File: src/rtl/hzd_pkg.sv
package hzd_pkg;
  localparam int INSTR_W = 32;
  localparam int OPC_W   = 6;
  localparam int REG_AW  = 5;
  localparam int OPC_LSB = 26;
  localparam int RS1_LSB = 21;
  localparam int RS2_LSB = 16;

  localparam logic [OPC_W-1:0] OPC_RTYPE = 6'h00;
  localparam logic [OPC_W-1:0] OPC_BEQZ  = 6'h04;
  localparam logic [OPC_W-1:0] OPC_ADDI  = 6'h08;
  localparam logic [OPC_W-1:0] OPC_LOAD  = 6'h23;
  localparam logic [OPC_W-1:0] OPC_STORE = 6'h2B;
  localparam logic [OPC_W-1:0] OPC_HALT  = 6'h3F;

  // decode facts handed from datapath to control
  typedef struct packed {
    logic loadHit;
    logic haltArrive;
  } hazInfo_t;

  // strobes handed from control back to datapath
  typedef struct packed {
    logic stall;
    logic halt;
  } ctrlStrobes_t;
endpackage

File: src/rtl/hzdDatapath.sv
module hzdDatapath
  import hzd_pkg::*;
#(
  parameter int WORD_W  = INSTR_W,
  parameter int OP_W    = OPC_W,
  parameter int RA_W    = REG_AW,
  parameter int OP_LSB  = OPC_LSB,
  parameter int SRC0_LSB = RS1_LSB,
  parameter int SRC1_LSB = RS2_LSB
) (
  input  logic              clk,
  input  logic              rst_n,
  input  logic [WORD_W-1:0] ifidInstr,
  input  logic [WORD_W-1:0] idexInstr,
  input  logic [WORD_W-1:0] memwbInstr,
  input  ctrlStrobes_t      ctrl,
  output hazInfo_t          info,
  output logic              pcHold,
  output logic              ifidHold,
  output logic              bubbleInsert,
  output logic              haltFlag,
  output logic              pipeFreeze
);
  localparam int NUM_SRC = 2;
  localparam int SRC_LSB [NUM_SRC] = '{SRC0_LSB, SRC1_LSB};

  logic [OP_W-1:0] ifidOp, idexOp, memwbOp;
  logic [RA_W-1:0] loadDst;
  logic [NUM_SRC-1:0] useSlot;
  logic [NUM_SRC-1:0] slotHit;
  logic idexIsLoad;

  assign ifidOp  = ifidInstr[OP_LSB +: OP_W];
  assign idexOp  = idexInstr[OP_LSB +: OP_W];
  assign memwbOp = memwbInstr[OP_LSB +: OP_W];
  assign loadDst = idexInstr[SRC1_LSB +: RA_W];
  assign idexIsLoad = (idexOp == OPC_LOAD);

  // which source fields the decode-stage instruction actually reads
  always_comb begin
    useSlot = '0;
    unique case (ifidOp)
      OPC_RTYPE, OPC_STORE:          useSlot = 2'b11;
      OPC_ADDI, OPC_LOAD, OPC_BEQZ:  useSlot = 2'b01;
      default:                       useSlot = 2'b00;
    endcase
  end

  for (genvar s = 0; s < NUM_SRC; s++) begin : g_src
    logic [RA_W-1:0] srcField;
    assign srcField   = ifidInstr[SRC_LSB[s] +: RA_W];
    assign slotHit[s] = useSlot[s] && (srcField == loadDst);
  end

  assign info.loadHit    = idexIsLoad && (loadDst != '0) && (|slotHit);
  assign info.haltArrive = (memwbOp == OPC_HALT);

  assign bubbleInsert = ctrl.stall;
  assign pcHold       = ctrl.stall | ctrl.halt;
  assign ifidHold     = ctrl.stall | ctrl.halt;
  assign haltFlag     = ctrl.halt;
  assign pipeFreeze   = ctrl.halt;

  // a zero-destination load never produces a hazard
  assert_zero_dst_quiet_R5: assert property (@(posedge clk) disable iff (!rst_n)
    (idexIsLoad && loadDst == '0) |-> !bubbleInsert);
  // a non-load ahead never causes a bubble
  assert_nonload_no_bubble_R6: assert property (@(posedge clk) disable iff (!rst_n)
    !idexIsLoad |-> !bubbleInsert);
  // halted state never injects a bubble but holds the front end
  assert_halt_holds_front_R9: assert property (@(posedge clk) disable iff (!rst_n)
    haltFlag |-> (pcHold && ifidHold && !bubbleInsert));
endmodule

File: src/rtl/hzdControl.sv
module hzdControl
  import hzd_pkg::*;
(
  input  logic         clk,
  input  logic         rst_n,
  input  logic         squash,
  input  hazInfo_t     info,
  output ctrlStrobes_t ctrl
);
  logic haltSeen;

  always_ff @(posedge clk or negedge rst_n) begin
    if (!rst_n)               haltSeen <= 1'b0;
    else if (info.haltArrive) haltSeen <= 1'b1;
  end

  assign ctrl.halt  = haltSeen | info.haltArrive;
  assign ctrl.stall = info.loadHit & ~squash & ~ctrl.halt;

  // the stop is sticky
  assert_halt_sticky_R9: assert property (@(posedge clk) disable iff (!rst_n)
    ctrl.halt |=> ctrl.halt);
  // squash wins over the interlock
  assert_squash_beats_stall_R7: assert property (@(posedge clk) disable iff (!rst_n)
    squash |-> !ctrl.stall);
  // HALT arriving in memory/writeback is recorded for later cycles
  assert_halt_recorded_R9: assert property (@(posedge clk) disable iff (!rst_n)
    info.haltArrive |=> haltSeen);
endmodule

File: src/rtl/hazardCtrlUnit.sv
module hazardCtrlUnit
  import hzd_pkg::*;
(
  input  logic               clk,
  input  logic               rst_n,
  input  logic [INSTR_W-1:0] ifidInstr,
  input  logic [INSTR_W-1:0] idexInstr,
  input  logic [INSTR_W-1:0] memwbInstr,
  input  logic               squash,
  output logic               pcHold,
  output logic               ifidHold,
  output logic               bubbleInsert,
  output logic               haltFlag,
  output logic               pipeFreeze
);
  hazInfo_t     info;
  ctrlStrobes_t ctrl;

  hzdDatapath u_dp (
    .clk(clk), .rst_n(rst_n),
    .ifidInstr(ifidInstr), .idexInstr(idexInstr), .memwbInstr(memwbInstr),
    .ctrl(ctrl), .info(info),
    .pcHold(pcHold), .ifidHold(ifidHold), .bubbleInsert(bubbleInsert),
    .haltFlag(haltFlag), .pipeFreeze(pipeFreeze)
  );

  hzdControl u_ctl (
    .clk(clk), .rst_n(rst_n), .squash(squash), .info(info), .ctrl(ctrl)
  );
endmodule

File: config.mk
export PLATFORM = sky130hd
export DESIGN_NAME = hazardCtrlUnit
export DESIGN_NICKNAME = d
export VERILOG_FILES = /design/src/rtl/hzd_pkg.sv /design/src/rtl/hzdDatapath.sv /design/src/rtl/hzdControl.sv /design/src/rtl/hazardCtrlUnit.sv
export SDC_FILE = /design/constraint.sdc
export NUM_CORES = 1
export LEC_CHECK = 0
export CORE_AREA = 2 2 39 41
export CTS_BUF_LIST = sky130_fd_sc_hd__clkbuf_4 sky130_fd_sc_hd__clkbuf_8 sky130_fd_sc_hd__clkbuf_16
export DETAILED_ROUTE_END_ITERATION = 7
export DIE_AREA = 0 0 41 43
export DONT_BUFFER_PORTS = 1
export PLACE_DENSITY_LB_ADDON = 0.1
export SETUP_SLACK_MARGIN = 0.5
export SYNTH_ARGS = -nofsm -noshare
export SYNTH_HDL_FRONTEND = slang
export SYNTH_SLANG_ARGS = --single-unit
File: constraint.sdc
create_clock -name clk -period 4.55 [get_ports clk]
set_clock_uncertainty 0.1 [all_clocks]
set_input_delay 0.91 -clock clk [delete_from_list [all_inputs] [get_ports clk]]
set_output_delay 0.91 -clock clk [all_outputs]
set_load 0.02 [all_outputs]
## Word-level counts from Yosys, hierarchy flattened

Cells that the tools add are included.

| word-level totals | value |
|---|---|
| word-level logic and storage cells | 25 |
| ROM bits | 0 |
| bits in latches | 0 |
| memories | 0 |
| register bits after elaboration | 1 |
| RAM bits | 0 |
| bits of input ports | 99 |

| cells by class | value |
|---|---|
| muxes and demuxes | 1 |
| eq/ne operators | 8 |
| add/subtract/negate cells | 0 |
| $lt $le $gt $ge | 0 |
| shift-type cells | 0 |
| bitwise operators | 6 |
| reductions and logical operators | 9 |
| div/mod/pow operators | 0 |
| multiply operators | 0 |

Operators with widths:

| operator | number |
|---|---|
| $eq 6x6->1 const B | 4 |
| $eq 5x5->1 | 2 |
| $eq 6x3->1 const B | 1 |
| $eq 6x4->1 const B | 1 |
| $logic_not 6->1 | 1 |
| $reduce_bool 5->1 | 1 |
| $logic_and 1x1->1 | 4 |
| $pmux 2 s2 | 1 |
| $reduce_or 2->1 | 2 |
| $reduce_or 3->1 | 1 |
| $and 1x1->1 | 2 |
| $not 1->1 | 2 |
| $or 1x1->1 | 2 |

## Depth between registers and ports, before layout

Gate-level depths: netlist of the first run.

| logic depth | value |
|---|---|
| depth in word-level cells | 9 |
| mapped depth | 5 |

## Cells and area by module

A second synthesis of the first run with hierarchy kept.

| unflattened totals | value |
|---|---|
| cell total of the unflattened synthesis | 37 |
| area total of the unflattened synthesis | 296.5 µm² |

By module, submodules not included:

| module | times used | area each (µm²) | sequential area each (µm²) | cells an instance |
|---|---|---|---|---|
| hzdDatapath | 1 | 244.0 | 0.0 | 33 |
| hzdControl | 1 | 52.6 | 25.0 | 4 |

## Worst setup path before layout of the first run

Ideal clock, no wire load.

| path | value |
|---|---|
| kind | in2out |
| start | input port idexInstr[17] |
| end | output port pcHold |
| buffers on the path | 1 |
| path slack | 1.375 ns |
| arrival | 2.165 ns |
| stages on the path | 5 |
| path through | or4_1 > o211a_1 > inv_1 > o211ai_1 > buf_4 |

| on the way | value |
|---|---|
| cells in the longest elaborated chain, start to end | 7 |
| elaborated cells on any way between the ends | 11 |
| classes of those cells | 2 x eq/ne; 3 x bitwise; 6 x reduce/logical |

Ends and longest elaborated chain:

| element | line | RTL |
|---|---|---|
| start, declared | hazardCtrlUnit.sv:7 | `input logic [INSTR_W-1:0] idexInstr,` |
| $eq 5x5->1 | hzdDatapath.sv:52 | `assign slotHit[s] = useSlot[s] && (srcField == loadDst);` |
| $logic_and 1x1->1 | hzdDatapath.sv:52 |  |
| $reduce_or 2->1 | hzdDatapath.sv:55 | `assign info.loadHit = idexIsLoad && (loadDst != '0) && (\|slotHit);` |
| $logic_and 1x1->1 (*) | hzdDatapath.sv:55 |  |
| $and 1x1->1 (*) (2 in series) | hzdControl.sv:18 | `assign ctrl.stall = info.loadHit & ~squash & ~ctrl.halt;` |
| $or 1x1->1 (*) | n/a |  |
| end, declared | hazardCtrlUnit.sv:10 | `output logic pcHold,` |

Every way passes the cells marked *; elsewhere a longest branch is shown, timed or not.

## Worst setup path in the final report of the first run

| path | value |
|---|---|
| start | input port idexInstr[19] |
| end | output port pcHold |

The elaborated chain is that of the path after synthesis.

==> flow_metrics.tcl, run 1 <==
set metrics [dict create \
    drive_above_1_share_pct 2.857 \
    grt_pass1_wl_um 1110 \
    crit_chain "xor2_1, nor4_1, nand4_1, o211ai_1" \
    synth_area_um2 279.0 \
    routedWlPerCell_um 16.31 \
    synth-edff-count 0 \
    wl_um 832 \
    async_reset_ff_share_pct 100.0 \
    synth_top_cell_by_area "xor2_1" \
    dp.cells 51 \
    crit_family "compound AO/OA/AOI/OAI gates" \
    synth.top_cell.area_share_pct 25.11 \
    yosysMostFrequentCell "xor2_1" \
    slew_viol_final 0 \
    fp-row-count 14 \
    final_hold_viol_count 0 \
    worst_slew_pin_slew_ns 0.9348 \
    critPathMaxFanout 3 \
    drv_cap 0 \
    postCtsSetupBuffers 0 \
    maxSlewHeadroom_pct 37.40 \
    grt_max_degree 5 \
    synthTopCellsByCount "8 x xor2_1, 4 x nand4_1" \
    drtAntennaViolNets 0 \
    via_per_inst 5.510 \
    final_util_pct 21.07 \
    syn2layout_area_growth_pct 4.484 \
    drtPass1Iterations 3 \
    top_register "u_ctl.haltSeen" \
    num-nets-final 136 \
    hold_path.class "reg2reg" \
    timing.rr.start "u_ctl.haltSeen" \
    r2r_slack_ns 3.83 \
    cp_data_required_time_ns 3.54 \
    core_um2 1384 \
    largest_reg_flops 1 \
    syn_inst 36 \
    ys.flop_type "dfrtp_1" \
    synthTopCellsByArea "xor2_1 25%, dfrtp_1 9.0%, nand4_1 9.0%, xnor2_1 6.3%, buf_4 5.4%" \
    holdPathEnd "u_ctl.haltSeen" \
    ys_warn_count 0 \
    setup_viol_count_final 0 \
    clock.fmax_mhz 307.8 \
    max_stage_delay_ns 0.78 \
    fp.dieW_um 41 \
    avgSynthCellArea_um2 7.750 \
    num_io_pins 104 \
    reg2regPathDepth 1 \
    cp-start-kind "primary input" \
    final_cells 51 \
    die_area_um2 1763 \
    multiInputGateArea_um2 231.5 \
    synth_seq_cells 1 \
    fp.dieH_um 43 \
    routed-via-count 281 \
    yosysUniqueCellTypes 21 \
    rsz0062_at_grt "false" \
    place.gp.congestion 0.6836 \
    port_buffers 0 \
    hold_path_depth 1 \
    cts_hold_buf 0 \
    synth_seq_area_share_pct 8.969 \
    status "complete, no violations" \
    antenna_found_initial 0 \
    worstReg2RegEnd "u_ctl.haltSeen" \
    drc 0 \
    min_period_ns 3.249 \
    clock_latency_ns 0 \
    num-fill-cells 157 \
    fin_setup_tns_ns 0 \
    seq_area_um2 25.02 \
    crit_slowest_cell "o211ai_1" \
    path_class "in2out" \
    antenna_cells 0 \
    powerDensity_nw_per_um2 155.3 \
    grt_use_total_pct 8.600 \
    timing.final.crit_share_pct 71.40 \
    crit_buf_inv 0 \
    ir_drop_uv 28.35 \
    gr-total-overflow 0 \
    syn_nets 135 \
    initial_utilization_pct 20.16 \
    top_regs "u_ctl.haltSeen (1)" \
    cp.arrival_ns 2.24 \
    path_clk_slew_ns 0 \
    p_leak_nw 0.09566 \
    cts_resized 0 \
    min_from "u_ctl.haltSeen" \
    first_global_vias 276 \
    drt_iter0_drc 2 \
    crit_path_end_kind "output pin" \
]
[metal layers]
layer	vias up	global-route usage (%)	wire, µm
li1	137	-	-
met2	19	14.06	415
met1	125	9.206	248
met4	0	0	0
met5	-	0	0
met3	0	6.283	169
[cell families (layout without fill, tap and decap cells)]
family / count (synthesis) / count (layout) / synth area share [%]
xor gates and xnor gates: 10 / 10 / 31.39
and+or+nand+nor: 13 / 13 / 28.70
AOI/OAI and AO/OA: 8 / 8 / 22.87
DFF: 1 / 1 / 8.967
buffers and inverters: 4 / 3 / 8.071
[power breakdown]
group	leakage, nW	internal [mW]	switching [mW]
Sequential	0.0114	0.0110	0.000844
Combinational	0.0842	0.0125	0.0209
Clock	0	0	0
Total	0.0957	0.0235	0.0218
[area by class of cell]
| type | instances | share of cell area, % |
|---|---|---|
| well taps | 16 | 6.867 |
| repair buffers | 1 | 2.575 |
| multi-input cells | 31 | 79.40 |
| flip-flops and latches | 1 | 8.584 |
| inverters | 2 | 2.575 |
[layout by cell type, fill, tap and decap left out]
cell,netlist,routed
a211oi_1,1,1
or4_1,1,1
inv_1,2,2
o41ai_1,1,1
o211a_1,1,1
nor2_1,1,1
nor4_1,1,1
xnor2_1,2,2
nand4_1,4,4
xor2_1,8,8
nor3_1,1,1
o21bai_1,2,2
buf_4,2,1
nand2_1,1,1
dfrtp_1,1,1
nor4bb_1,1,1
nor4b_1,1,1
nand3_1,2,2
o211ai_1,1,1
o22ai_1,1,1
a211o_1,1,1
[per-stage QoR]
step	power [mW]	hold slack (ns)	setup slack, ns	instance area (µm²)
2_1_floorplan	0.04433	0.3372	1.375	279.0
4_1_cts	0.04623	0.3634	1.253	291.5
3_3_place_gp	0.04591	0.3550	1.274	291.5
3_5_place_dp	0.04611	0.3634	1.261	291.5
5_1_grt	0.04942	0.4033	1.174	291.5
6_report	0.04528	0.3581	1.301	291.5
[how the worst max path moves through the flow]
stage	to	startpoint	cells after the start	slack (ns)
floorplan	pcHold	idexInstr[17]	5	1.38
global placement	pcHold	ifidInstr[27]	3	1.27
detailed placement	pcHold	idexInstr[19]	4	1.26
CTS	pcHold	ifidInstr[27]	3	1.25
global route	pcHold	ifidInstr[27]	3	1.17
finish	pcHold	idexInstr[19]	4	1.30
Note: power is estimated with default switching activity, not from simulation.
==> inputs of run 2 (changes only) <==
==> constraint.sdc (replaced) <==
create_clock -name clk -period 3.05 [get_ports clk]
set_clock_uncertainty 0.1 [all_clocks]
set_input_delay 0.61 -clock clk [delete_from_list [all_inputs] [get_ports clk]]
set_output_delay 0.61 -clock clk [all_outputs]
set_load 0.02 [all_outputs]
==> run 2 against run 1 <==
Compared with the run above: register-to-register slack lost 1.5 ns; die area is the same; global-route usage grew 0.50 points; via count grew 1.8%; worst hold slack lost 0.14 ns; critical path depth grew 1; sequential power grew 49%; design area grew 5.2%; flip-flop and latch count is the same; utilization grew 1.1 points; sequential share of layout area shrank 0.42 points; final cell count grew 3.9%; critical path type unchanged.
==> flow_metrics.tcl, run 2 (synthesis results as in run 1) <==
set metrics [dict create \
    min_period_ns 2.425 \
    largest_reg_flops 1 \
    final_hold_viol_count 0 \
    worst_slew_pin_slew_ns 0.3130 \
    p_leak_nw 0.1059 \
    syn2layout_area_growth_pct 9.865 \
    fp.dieH_um 43 \
    clock.fmax_mhz 412.4 \
    top_register "u_ctl.haltSeen" \
    path_clk_slew_ns 0 \
    crit_slowest_cell "or4_1" \
    first_global_vias 291 \
    clock_latency_ns 0 \
    design_area_um2 306.5 \
    drtAntennaViolNets 0 \
    hpwl_um 792.6 \
    path_class "in2out" \
    timing.rr.start "u_ctl.haltSeen" \
    crit_chain "or4_1, o211a_1, nand4_1, o211ai_1, buf_4" \
    rsz0062_at_grt "false" \
    grt_max_degree 5 \
    mostFrequentLayoutCell "xor2_1" \
    grt_pass1_wl_um 1173 \
    setup_viol_count_final 0 \
    drtPass1Iterations 1 \
    num-nets-final 138 \
    maxSlewHeadroom_pct 78.86 \
    postCtsSetupBuffers 0 \
    fp.dieW_um 41 \
    grt_use_total_pct 9.100 \
    die_area_um2 1763 \
    cts_hold_buf 0 \
    status "complete, no violations" \
    num_io_pins 104 \
    wl_um 837 \
    cts_resized 0 \
    top_regs "u_ctl.haltSeen (1)" \
    fp-row-count 14 \
    powerDensity_nw_per_um2 234.2 \
    cp_data_required_time_ns 2.34 \
    critPathMaxFanout 3 \
    place.gp.congestion 0.6808 \
    worstReg2RegEnd "u_ctl.haltSeen" \
    via_per_inst 5.396 \
    ir_drop_uv 47.14 \
    fin_setup_tns_ns 0 \
    routed-via-count 286 \
    cp.arrival_ns 1.71 \
    core_um2 1384 \
    drv_cap 0 \
    reg2regPathDepth 1 \
    max_stage_delay_ns 0.53 \
    initial_utilization_pct 20.16 \
    antenna_found_initial 0 \
    antenna_cells 0 \
    layout_common_cells "8 x xor2_1, 4 x nand4_1, 3 x buf_4" \
    crit_path_end_kind "output pin" \
    timing.final.crit_share_pct 79.50 \
    drive_above_1_share_pct 8.108 \
    port_buffers 0 \
    routedWlPerCell_um 15.79 \
    r2r_slack_ns 2.33 \
    slew_viol_final 0 \
    gr-total-overflow 0 \
    hold_path.class "in2async" \
    drc 0 \
    cp-start-kind "primary input" \
    dpl_cell_area_um2 306.5 \
    drt_iter0_drc 0 \
]
-- run 2: cell types whose count changed in the layout (fill, tap and decap cells not counted) --
| cell | previous run | this run |
|---|---|---|
| buf_4 | 1 | 3 |
-- run 2: routing by layer --
| metal | GRT usage, % | wire length [µm] |
|---|---|---|
| met5 | 0 | 0 |
| met4 | 0 | 0 |
| met3 | 5.759 | 145 |
| met2 | 14.69 | 427 |
| met1 | 10.48 | 263 |
-- run 2: critical path: cells and delay by family --
kind / cells / cell delay [ns]
AOI/OAI and AO/OA: 2 / 0.32
and+or+nand+nor: 2 / 0.60
buffers and inverters: 1 / 0.19
-- run 2: stage by stage --
| stage | power (mW) | hold slack (ns) | instances | setup slack (ns) | util (%) |
|---|---|---|---|---|---|
| after floorplan | 0.06613 | 0.2144 | 36 | 0.4777 | - |
| after global placement | 0.07228 | 0.2144 | 53 | 0.6215 | 22.15 |
| after detailed placement | 0.07302 | 0.2144 | 53 | 0.6227 | 22.15 |
| after CTS | 0.07320 | 0.2144 | 53 | 0.6227 | 22.15 |
| after global routing | 0.07833 | 0.2144 | 53 | 0.5480 | 22.15 |
| final | 0.07181 | 0.2144 | 53 | 0.6253 | 22.15 |
-- run 2: power breakdown --
group	switching, mW	total (mW)	internal [mW]
Clock	0	0	0
Combinational	0.0319	0.0541	0.0222
Sequential	0.00127	0.0177	0.0165
-- run 2: cell type report --
class	instances	area (µm²)
Sequential cell	1	25.02
Timing Repair Buffer	3	22.52
Inverter	2	7.507
Multi-Input combinational cell	31	231.5
Tap cell	16	20.02
Fill cell	159	1077
-- run 2: how the worst max path moves through the flow --
stage | from | endpoint | slack [ns] | cells past startpoint
after floorplan | idexInstr[17] | pcHold | 0.48 | 5
after global placement | idexInstr[17] | pcHold | 0.62 | 5
after detailed placement | idexInstr[17] | pcHold | 0.62 | 5
after CTS | idexInstr[17] | pcHold | 0.62 | 5
after global routing | idexInstr[17] | pcHold | 0.55 | 5
final | idexInstr[17] | pcHold | 0.63 | 5
